File: config.mk
export PLATFORM = sky130hd
export DESIGN_NAME = snoop_striper
export DESIGN_NICKNAME = d
export VERILOG_FILES = /design/src/rtl/snoop_stripe_pkg.sv /design/src/rtl/snoop_opdec.sv /design/src/rtl/snoop_tracker.sv /design/src/rtl/snoop_lane_seq.sv /design/src/rtl/snoop_bus_port.sv /design/src/rtl/snoop_striper.sv
export SDC_FILE = /design/constraint.sdc
export NUM_CORES = 1
export LEC_CHECK = 0
export ABC_AREA = 0
export BUFFER_PORTS_ARGS = -buffer_cell sky130_fd_sc_hd__buf_2
export CELL_PAD_IN_SITES_DETAIL_PLACEMENT = 1
export CELL_PAD_IN_SITES_GLOBAL_PLACEMENT = 2
export CORE_MARGIN = 2
export CORE_UTILIZATION = 18
export CTS_CLUSTER_DIAMETER = 150
export CTS_CLUSTER_SIZE = 10
export DETAILED_ROUTE_END_ITERATION = 8
export PLACE_DENSITY_LB_ADDON = 0.1
export SKIP_LAST_GASP = 1
export SYNTH_ARGS = -nofsm -noshare
export SYNTH_HDL_FRONTEND = slang
export SYNTH_SLANG_ARGS = --single-unit
File: constraint.sdc
create_clock -name clk -period 1.8 [get_ports clk]
set_clock_uncertainty 0.1 [all_clocks]
set_input_delay 0.27 -clock clk [delete_from_list [all_inputs] [get_ports clk]]
set_output_delay 0.27 -clock clk [all_outputs]
set_load 0.02 [all_outputs]
File: src/rtl/snoop_stripe_pkg.sv
package snoop_stripe_pkg;

   typedef enum logic [1:0] {
      SNP_CHECK  = 2'd0,
      SNP_COUNT  = 2'd1,
      SNP_NONE   = 2'd2,
      SNP_STRIPE = 2'd3
   } snp_mode_e;

   // Bytes that follow the opcode before striping begins.
   localparam int GAP_PLAIN   = 3;
   localparam int GAP_FAST    = 4;
   localparam int GAP_QUAD_IO = 6;

   localparam logic [7:0] OPC_READ      = 8'h03;
   localparam logic [7:0] OPC_PROG      = 8'h02;
   localparam logic [7:0] OPC_PROG_DUAL = 8'hA2;
   localparam logic [7:0] OPC_PROG_QUAD = 8'h32;
   localparam logic [7:0] OPC_FAST      = 8'h0B;
   localparam logic [7:0] OPC_FAST_DOUT = 8'h3B;
   localparam logic [7:0] OPC_FAST_QOUT = 8'h6B;
   localparam logic [7:0] OPC_FAST_DIO  = 8'hBB;
   localparam logic [7:0] OPC_FAST_QIO  = 8'hEB;

endpackage

File: src/rtl/snoop_opdec.sv
module snoop_opdec
   import snoop_stripe_pkg::*;
#(
   parameter int DW    = 8,
   parameter int CNT_W = 3
) (
   input  logic [DW-1:0]    opcode,
   output logic             known,
   output logic [CNT_W-1:0] gap
);

   logic [7:0] op8;
   assign op8 = opcode[7:0];

   generate
      if (DW > 8) begin : g_wide
         logic upper_unused;
         assign upper_unused = ^opcode[DW-1:8];
      end
   endgenerate

   always_comb begin
      known = 1'b1;
      gap   = '0;
      case (op8)
         OPC_READ, OPC_PROG, OPC_PROG_DUAL, OPC_PROG_QUAD:
            gap = CNT_W'(GAP_PLAIN);
         OPC_FAST, OPC_FAST_DOUT, OPC_FAST_QOUT, OPC_FAST_DIO:
            gap = CNT_W'(GAP_FAST);
         OPC_FAST_QIO:
            gap = CNT_W'(GAP_QUAD_IO);
         default: begin
            known = 1'b0;
            gap   = '0;
         end
      endcase
   end

endmodule

File: src/rtl/snoop_tracker.sv
module snoop_tracker
   import snoop_stripe_pkg::*;
#(
   parameter int DW    = 8,
   parameter int CNT_W = 3
) (
   input  logic          clk,
   input  logic          rst_n,
   input  logic          cs_idle,
   input  logic          slot_done,
   input  logic [DW-1:0] slot_byte,
   output logic          striping
);

   snp_mode_e        mode_q;
   logic [CNT_W-1:0] left_q;
   logic             op_known;
   logic [CNT_W-1:0] op_gap;

   snoop_opdec #(.DW(DW), .CNT_W(CNT_W)) i_opdec (
      .opcode (slot_byte),
      .known  (op_known),
      .gap    (op_gap)
   );

   always_ff @(posedge clk) begin
      if (!rst_n) begin
         mode_q <= SNP_CHECK;
         left_q <= '0;
      end else if (cs_idle) begin
         mode_q <= SNP_CHECK;
         left_q <= '0;
      end else if (slot_done) begin
         case (mode_q)
            SNP_CHECK: begin
               if (!op_known) begin
                  mode_q <= SNP_NONE;
                  left_q <= '0;
               end else if (op_gap == '0) begin
                  mode_q <= SNP_STRIPE;
                  left_q <= '0;
               end else begin
                  mode_q <= SNP_COUNT;
                  left_q <= op_gap;
               end
            end
            SNP_COUNT: begin
               if (left_q <= CNT_W'(1)) begin
                  mode_q <= SNP_STRIPE;
                  left_q <= '0;
               end else begin
                  left_q <= left_q - 1'b1;
               end
            end
            default: begin
               mode_q <= mode_q;
               left_q <= left_q;
            end
         endcase
      end
   end

   assign striping = (mode_q == SNP_STRIPE);

endmodule

File: src/rtl/snoop_lane_seq.sv
module snoop_lane_seq #(
   parameter int NUM_BUS = 2,
   parameter int LANE_W  = 1
) (
   input  logic               clk,
   input  logic               rst_n,
   input  logic               kick,
   input  logic               tx_empty,
   input  logic               striping,
   input  logic               multi,
   input  logic               linear_mode,
   output logic               busy,
   output logic               tx_pop,
   output logic               slot_done,
   output logic               tx_underflow,
   output logic [NUM_BUS-1:0] serve_mask,
   output logic [LANE_W-1:0]  serve_lane
);

   logic              busy_q;
   logic              stall;
   logic              lane_end;
   logic              split;
   logic [LANE_W-1:0] lane_q;
   logic [LANE_W-1:0] last_lane;
   logic [LANE_W-1:0] act_lane;

   assign split        = striping & multi;
   assign last_lane    = multi ? LANE_W'(NUM_BUS - 1) : '0;
   assign stall        = busy_q & tx_empty;
   assign tx_pop       = busy_q & ~tx_empty;
   assign tx_underflow = stall & ~linear_mode;
   assign act_lane     = split ? lane_q : '0;
   assign lane_end     = (act_lane >= last_lane);
   assign slot_done    = tx_pop & (~striping | lane_end);
   assign serve_lane   = act_lane;
   assign busy         = busy_q;

   always_ff @(posedge clk) begin
      if (!rst_n) begin
         busy_q <= 1'b0;
      end else if (!busy_q) begin
         busy_q <= kick;
      end else if (stall) begin
         busy_q <= 1'b0;
      end
   end

   generate
      if (NUM_BUS == 1) begin : g_one_lane
         assign lane_q = '0;
      end else begin : g_lanes
         always_ff @(posedge clk) begin
            if (!rst_n) begin
               lane_q <= '0;
            end else if (!busy_q || stall || !split) begin
               lane_q <= '0;
            end else if (tx_pop) begin
               lane_q <= lane_end ? '0 : lane_q + 1'b1;
            end
         end
      end

      for (genvar gi = 0; gi < NUM_BUS; gi++) begin : g_mask
         if (gi == 0) begin : g_first
            assign serve_mask[gi] = tx_pop & (~striping | (act_lane == '0));
         end else begin : g_other
            assign serve_mask[gi] = tx_pop & multi &
                                    (~striping | (act_lane == LANE_W'(gi)));
         end
      end
   endgenerate

endmodule

File: src/rtl/snoop_bus_port.sv
module snoop_bus_port #(
   parameter int DW      = 8,
   parameter int NUM_BUS = 2,
   parameter int LANE_W  = 1
) (
   input  logic [NUM_BUS-1:0]    serve_mask,
   input  logic                  tx_pop,
   input  logic [LANE_W-1:0]     serve_lane,
   input  logic [DW-1:0]         tx_byte,
   input  logic [NUM_BUS*DW-1:0] bus_rx,
   input  logic                  rx_full,
   output logic [NUM_BUS-1:0]    bus_xfer,
   output logic [NUM_BUS*DW-1:0] bus_tx,
   output logic [DW-1:0]         rx_byte,
   output logic                  rx_push,
   output logic                  rx_overflow
);

   generate
      for (genvar gi = 0; gi < NUM_BUS; gi++) begin : g_bus
         assign bus_xfer[gi]         = serve_mask[gi];
         assign bus_tx[gi*DW +: DW]  = serve_mask[gi] ? tx_byte : '0;
      end
   endgenerate

   always_comb begin
      rx_byte = '0;
      for (int i = 0; i < NUM_BUS; i++) begin
         if (serve_lane == LANE_W'(i)) begin
            rx_byte = bus_rx[i*DW +: DW];
         end
      end
   end

   assign rx_push     = tx_pop & ~rx_full;
   assign rx_overflow = tx_pop & rx_full;

endmodule

File: src/rtl/snoop_striper.sv
module snoop_striper #(
   parameter int DW      = 8,
   parameter int NUM_BUS = 2,
   parameter int CNT_W   = 3
) (
   input  logic                  clk,
   input  logic                  rst_n,
   input  logic                  kick,
   input  logic                  cs_idle,
   input  logic                  cfg_sep_bus,
   input  logic                  cfg_two_mem,
   input  logic                  linear_mode,
   input  logic                  tx_empty,
   input  logic [DW-1:0]         tx_byte,
   output logic                  tx_pop,
   input  logic                  rx_full,
   output logic                  rx_push,
   output logic [DW-1:0]         rx_byte,
   output logic                  rx_overflow,
   output logic                  tx_underflow,
   output logic                  busy,
   output logic [NUM_BUS-1:0]    bus_xfer,
   output logic [NUM_BUS*DW-1:0] bus_tx,
   input  logic [NUM_BUS*DW-1:0] bus_rx
);

   localparam int LANE_W = (NUM_BUS > 1) ? $clog2(NUM_BUS) : 1;

   generate
      if (DW < 8) begin : g_bad_dw
         $error("snoop_striper: DW must be at least 8");
      end
      if (NUM_BUS < 1) begin : g_bad_bus
         $error("snoop_striper: NUM_BUS must be at least 1");
      end
      if (CNT_W < 3) begin : g_bad_cnt
         $error("snoop_striper: CNT_W must hold a gap of 6");
      end
   endgenerate

   logic               multi;
   logic               striping;
   logic               slot_done;
   logic [NUM_BUS-1:0] serve_mask;
   logic [LANE_W-1:0]  serve_lane;

   assign multi = cfg_sep_bus & cfg_two_mem;

   snoop_tracker #(.DW(DW), .CNT_W(CNT_W)) i_tracker (
      .clk       (clk),
      .rst_n     (rst_n),
      .cs_idle   (cs_idle),
      .slot_done (slot_done),
      .slot_byte (tx_byte),
      .striping  (striping)
   );

   snoop_lane_seq #(.NUM_BUS(NUM_BUS), .LANE_W(LANE_W)) i_seq (
      .clk          (clk),
      .rst_n        (rst_n),
      .kick         (kick),
      .tx_empty     (tx_empty),
      .striping     (striping),
      .multi        (multi),
      .linear_mode  (linear_mode),
      .busy         (busy),
      .tx_pop       (tx_pop),
      .slot_done    (slot_done),
      .tx_underflow (tx_underflow),
      .serve_mask   (serve_mask),
      .serve_lane   (serve_lane)
   );

   snoop_bus_port #(.DW(DW), .NUM_BUS(NUM_BUS), .LANE_W(LANE_W)) i_port (
      .serve_mask  (serve_mask),
      .tx_pop      (tx_pop),
      .serve_lane  (serve_lane),
      .tx_byte     (tx_byte),
      .bus_rx      (bus_rx),
      .rx_full     (rx_full),
      .bus_xfer    (bus_xfer),
      .bus_tx      (bus_tx),
      .rx_byte     (rx_byte),
      .rx_push     (rx_push),
      .rx_overflow (rx_overflow)
   );

endmodule

After elaboration in Yosys (flattened, before gate mapping)
Index checks and enable logic that the tools add are counted.
{ "totals": {"ff_bits": 7, "out_inout_bits": 31, "word_cells": 72} }
{ "op_classes": {"add_sub_neg": 2, "magnitude_cmp": 2, "eq_ne": 12, "mux": 18, "bitwise_logic": 20, "n_reduce_logical": 14} }
{ "ops": {"columns": ["cell", "n"], "rows": [
  ["8-bit == test (second input constant)", 3],
  ["8-bit 2-to-1 mux", 3],
  ["8-bit by 2-bit == test with 1-bit output (second input constant)", 2],
  ["8-bit by 6-bit == test with 1-bit output (second input constant)", 2],
  ["1-bit AND", 11],
  ["3-bit 2-to-1 mux", 3],
  ["3-bit case mux with 3 select lines", 1],
  ["9-bit OR reduction", 1],
  ["8-bit by 4-bit == test with 1-bit output (second input constant)", 1],
  ["8-bit by 7-bit == test with 1-bit output (second input constant)", 1],
  ["4-bit OR reduction", 2],
  ["1-bit 2-to-1 mux", 6],
  ["2-bit 2-to-1 mux", 3],
  ["1-bit inverter", 6],
  ["3-bit case mux with 2 select lines", 1],
  ["2-bit case mux with 2 select lines", 1],
  ["2-bit OR reduction", 2],
  ["3-bit by 1-bit <= comparator with 1-bit output (second input constant)", 1],
  ["3-bit zero test", 1],
  ["1-bit OR", 3],
  ["3-bit AND reduction", 1],
  ["3-bit by 1-bit subtractor with 3-bit output (second input constant)", 1],
  ["2-bit by 1-bit == test with 1-bit output (second input constant)", 1],
  ["2-bit == test (second input constant)", 1],
  ["other kinds (8)", 10]
]} }

Depth between registers and ports, before layout
{ "logic_depth": {"ltp_word": 7, "ltp_mapped": 6, "ltp_nobuf": 6} }

Cells and area by module
Synthesis repeated with hierarchy kept, for this count alone.
{ "unflattened": {"hier_cells": 97, "hier_area_um2": 808.3} }
{ "by_module_without_submodules": {"columns": ["mod", "n_inst", "cells_per_inst", "area_per_inst_um2", "seq_area_each_um2"], "rows": [
  ["snoop_tracker", 1, 38, 316.6, 100.1],
  ["snoop_bus_port", 1, 29, 259.0, 0.0],
  ["snoop_lane_seq", 1, 14, 116.4, 40.0],
  ["snoop_opdec", 1, 15, 110.1, 0.0],
  ["snoop_striper", 1, 1, 6.3, 0.0]
]} }

Least setup slack after synthesis
OpenSTA, ideal clock, no wires.
{ "synth_path": {"kind": "reg2out", "from": "register i_seq.busy_q (netlist: i_seq.busy)", "to": "output port bus_tx[0]", "arrival_ns": 1.633, "setup_slack_ns": -0.203, "stages_incl_launch_ff": 5, "n_path_buf": 1, "path_cell_list": "dfxtp_1 nand2b_1 clkbuf_1 a31oi_1 and2_1"} }
{ "synth_between": {"elab_chain_cells": 3} }
{ "synth_rtl": {"columns": ["item", "line_no", "rtl"], "rows": [
  ["from (decl)", "snoop_lane_seq.sv:20", "logic busy_q;"],
  ["from (signal assigned)", "snoop_lane_seq.sv:43", "busy_q <= kick;"],
  ["1-bit AND", "snoop_lane_seq.sv:31", "assign tx_pop = busy_q & ~tx_empty;"],
  ["1-bit AND", "snoop_lane_seq.sv:66", "assign serve_mask[gi] = tx_pop & (~striping | (act_lane == '0));"],
  ["net bus_xfer[0]", "snoop_striper.sv:22", "output logic [NUM_BUS-1:0] bus_xfer,"],
  ["8-bit 2-to-1 mux", "snoop_bus_port.sv:22", "assign bus_tx[gi*DW +: DW] = serve_mask[gi] ? tx_byte : '0;"],
  ["to (decl)", "snoop_striper.sv:23", "output logic [NUM_BUS*DW-1:0] bus_tx,"]
]} }
The timed path passes the listed nets, and every way through them passes these cells.

Worst setup path in the final report
{ "layout_path": {"from": "register i_seq.lane_q", "to": "output port bus_tx[7]"} }
{ "layout_between": {"elab_chain_cells": 5} }
{ "layout_rtl": {"columns": ["item", "line_no", "rtl"], "rows": [
  ["from (decl)", "snoop_lane_seq.sv:24", "logic [LANE_W-1:0] lane_q;"],
  ["from (signal assigned)", "snoop_lane_seq.sv:59", "lane_q <= lane_end ? '0 : lane_q + 1'b1;"],
  ["1-bit 2-to-1 mux", "snoop_lane_seq.sv:33", "assign act_lane = split ? lane_q : '0;"],
  ["1-bit inverter", null, null],
  ["1-bit OR", "snoop_lane_seq.sv:66", null],
  ["1-bit AND", "snoop_lane_seq.sv:66", null],
  ["8-bit 2-to-1 mux", "snoop_bus_port.sv:22", null]
]} }
No other way between the ends.

==> run metrics <==
DR DRC count 0; H-tree Lvls 1; Hold EP i_seq.lane_q; Post-Syn Instances 92; Initial Util 18.6%; layout cells sized above 1 58.9%; largest net degree at the start of global routing 10; asr flop ratio synth 0%; Register-to-Register Setup Slack 200 ps; syn nets 127; number of CTS-inserted buffers 3; Core Area 0.00394 sq mm; Area Growth Syn to Fin 75.0%; DR WL met3 157 um; Max FO, Critical Path 4; # IOs 64; crit path time final 1760 ps; GR Overflow Total 0; number of global-route vias before repair 952; final setup violation count 0; Routed WL per cell ~13 um; hold path cells 3; VDD IR max 0.140 mV; Hold Vio Cnt, Final 0; most instantiated cells after synthesis 17 x and2_1, 9 x nand2_1, 8 x mux2_2, 8 x nor2_1, 7 x dfxtp_1; LEAKAGE 0.606 nW; initial antenna violation count 0; CTS tree yes; register area 150 sq um; Antenna diodes 0; HP Class primary input to flip-flop; register area share after synthesis 19.1%; syn avg cell area between 7 and 8 sq um; global-route wire length before repair 4.13 mm; Vias/cell ~4.5; Clock Latency Late Sink 220 ps; Cell Area, Synth 732 sq um; Multi-input gate area 631 sq um; final period utilization 97.9%; Slew Viols, Final 0; outcome complete, no violations; final wirelength 2.80 mm; worst setup margin ~38 ps; Synth Register Bits 7; Critical Path Start Type flip-flop; count leader, synth and2_1; post-layout util 32.5%; EDFF count, synth 0; first drt pass iteration count 4; Total GRT Usage 11.7%; die area 0.00459 sq mm; FP Rows 23; FF-to-FF End i_tracker.mode_q[1]; synth warn 0; antenna-violating nets left 0; vias 951; Root Driver clkbuf_8; Synth area leader dfxtp_1; Least-Margin Pin Slew 399 ps; Max Used Layer met4; clk sinks 7; synth top area cells dfxtp_1 19%, and2_1 15%, mux2_2 12%, nand2_1 4.6%, nor2_1 4.1%; clock slew at reported path FFs 40 ps; crit path kind flip-flop to output port; Post-Route M1 WL ~1.3 mm; top-area cell type share of the netlist area 19.1%; Max Freq 0.567 GHz; Critical Path End Type output port; global placer's final weighted congestion 0.667; worst path arrival time about 1400 ps; maxcap violations 0; die width approximately 68 um; hold_buf cts 0; Iter 0 DRT Violations 5; maximum clock insertion buffer count 2; slew margin rel. 73.3%; FF-to-FF Start i_tracker.mode_q[1]; Worst Hold Launch rst_n; RSZ-0062 raised after global routing true; post-place setup slack 40.6 ps; R2R depth 5; Netlist cell types 33; DP Wirelength 2.21 mm; Pwr Density 427 mW/mm^2; IO buf count 63; fill cell count 497; die height around 68 um; met2 routed WL 1.32 mm; Top FF cell, synth dfxtp_1; worst path required time 1430 ps; Nets between 150 and 200
==> report_power, final <==
group / switching (W) / internal (W)
clock: 0.0000671 / 0.000153
sequential: 0.00000468 / 0.000157
combinational: 0.0000897 / 0.0000753
==> critical path: stages, from the launching register on <==
cell and delay, ps:
dfxtp_2 330, and3_4 160, buf_4 150, a31oi_2 210, and2_1 160, buf_2 160
==> state kept, by name, indices dropped and copies added, names as in the netlist <==
name              cells
i_tracker.left_q      3
i_tracker.mode_q      2
i_seq.busy            1
i_seq.lane_q          1
==> layout make-up <==
class / instances / area share, %
Multi-Input combinational cell: 79 / 49.2
Clock buffer: 4 / 3.52
Tap cell: 50 / 4.88
Timing Repair Buffer: 68 / 29.2
Sequential cell: 7 / 11.7
Inverter: 5 / 1.46
==> through the flow <==
| step | power [W] | setup TNS (ps) | instances | hold slack (ps) | cell area (sq um) |
|---|---|---|---|---|---|
| 3_5_place_dp | 0.000324 | 0 | 207 | 424 | 1150 |
| 2_1_floorplan | 0.000248 | 0 | 92 | 288 | 753 |
| 4_1_cts | 0.000550 | -427 | 212 | 191 | 1210 |
| 3_3_place_gp | 0.000322 | 0 | 207 | 387 | 1150 |
| 5_1_grt | 0.000579 | -85.9 | 213 | 222 | 1280 |
| 6_report | 0.000547 | 0 | 213 | 186 | 1280 |
==> how the worst max path moves through the flow <==
stage	slack [ps]	from	to
global placement	70	cfg_sep_bus	rx_byte[4]
global route	-20	i_seq.lane_q	bus_tx[5]
detailed placement	40	cfg_sep_bus	rx_byte[5]
finish	40	i_seq.lane_q	bus_tx[7]
CTS	-40	i_seq.lane_q	bus_tx[3]
floorplan	50	i_seq.busy	bus_tx[10]
==> cells in the final DEF (no fill, tap or decap), types with 2 or more instances in the layout <==
cell	instances
nand4bb_1	2
a31oi_4	2
inv_1	5
buf_2	56
buf_4	11
and2_1	17
dfxtp_4	2
dfxtp_2	2
nand2_1	9
mux2_2	8
ha_1	2
nand2b_1	3
clkbuf_8	3
dfxtp_1	3
a21oi_1	2
o21ai_0	4
a31oi_1	2
nor2_1	7
==> cell families (layout without fill, tap and decap cells) <==
group                    after synthesis  in the layout  share of synthesized area [%]
multiplexers                           8              8                           12.3
AO/OA/AOI/OAI                         19             20                           21.2
adder cells (fa/ha/maj)                2              2                           3.42
buffers and inverters                  7             77                           3.76
flip-flops                             7              7                           19.1
AND/OR/NAND/NOR                       49             49                           40.2
==> per-layer routing <==
metal / up-vias / global-route usage (%)
met2: 39 / 20.6
li1: 475 / -
met1: 435 / 14.4
met5: - / 0
met4: 0 / 4.50
met3: 2 / 1.50
==> what timing repair did <==
item | 4_1_cts | 5_1_grt
setup endpoints to repair | 24 | 24
buffers inserted | 1 | 0
gates resized for setup | 3 | 18
gates cloned | 0 | 1
hold endpoints to repair | 0 | 0
pin swaps | 2 | 1
No activity file was read; power rests on OpenSTA's default activity.
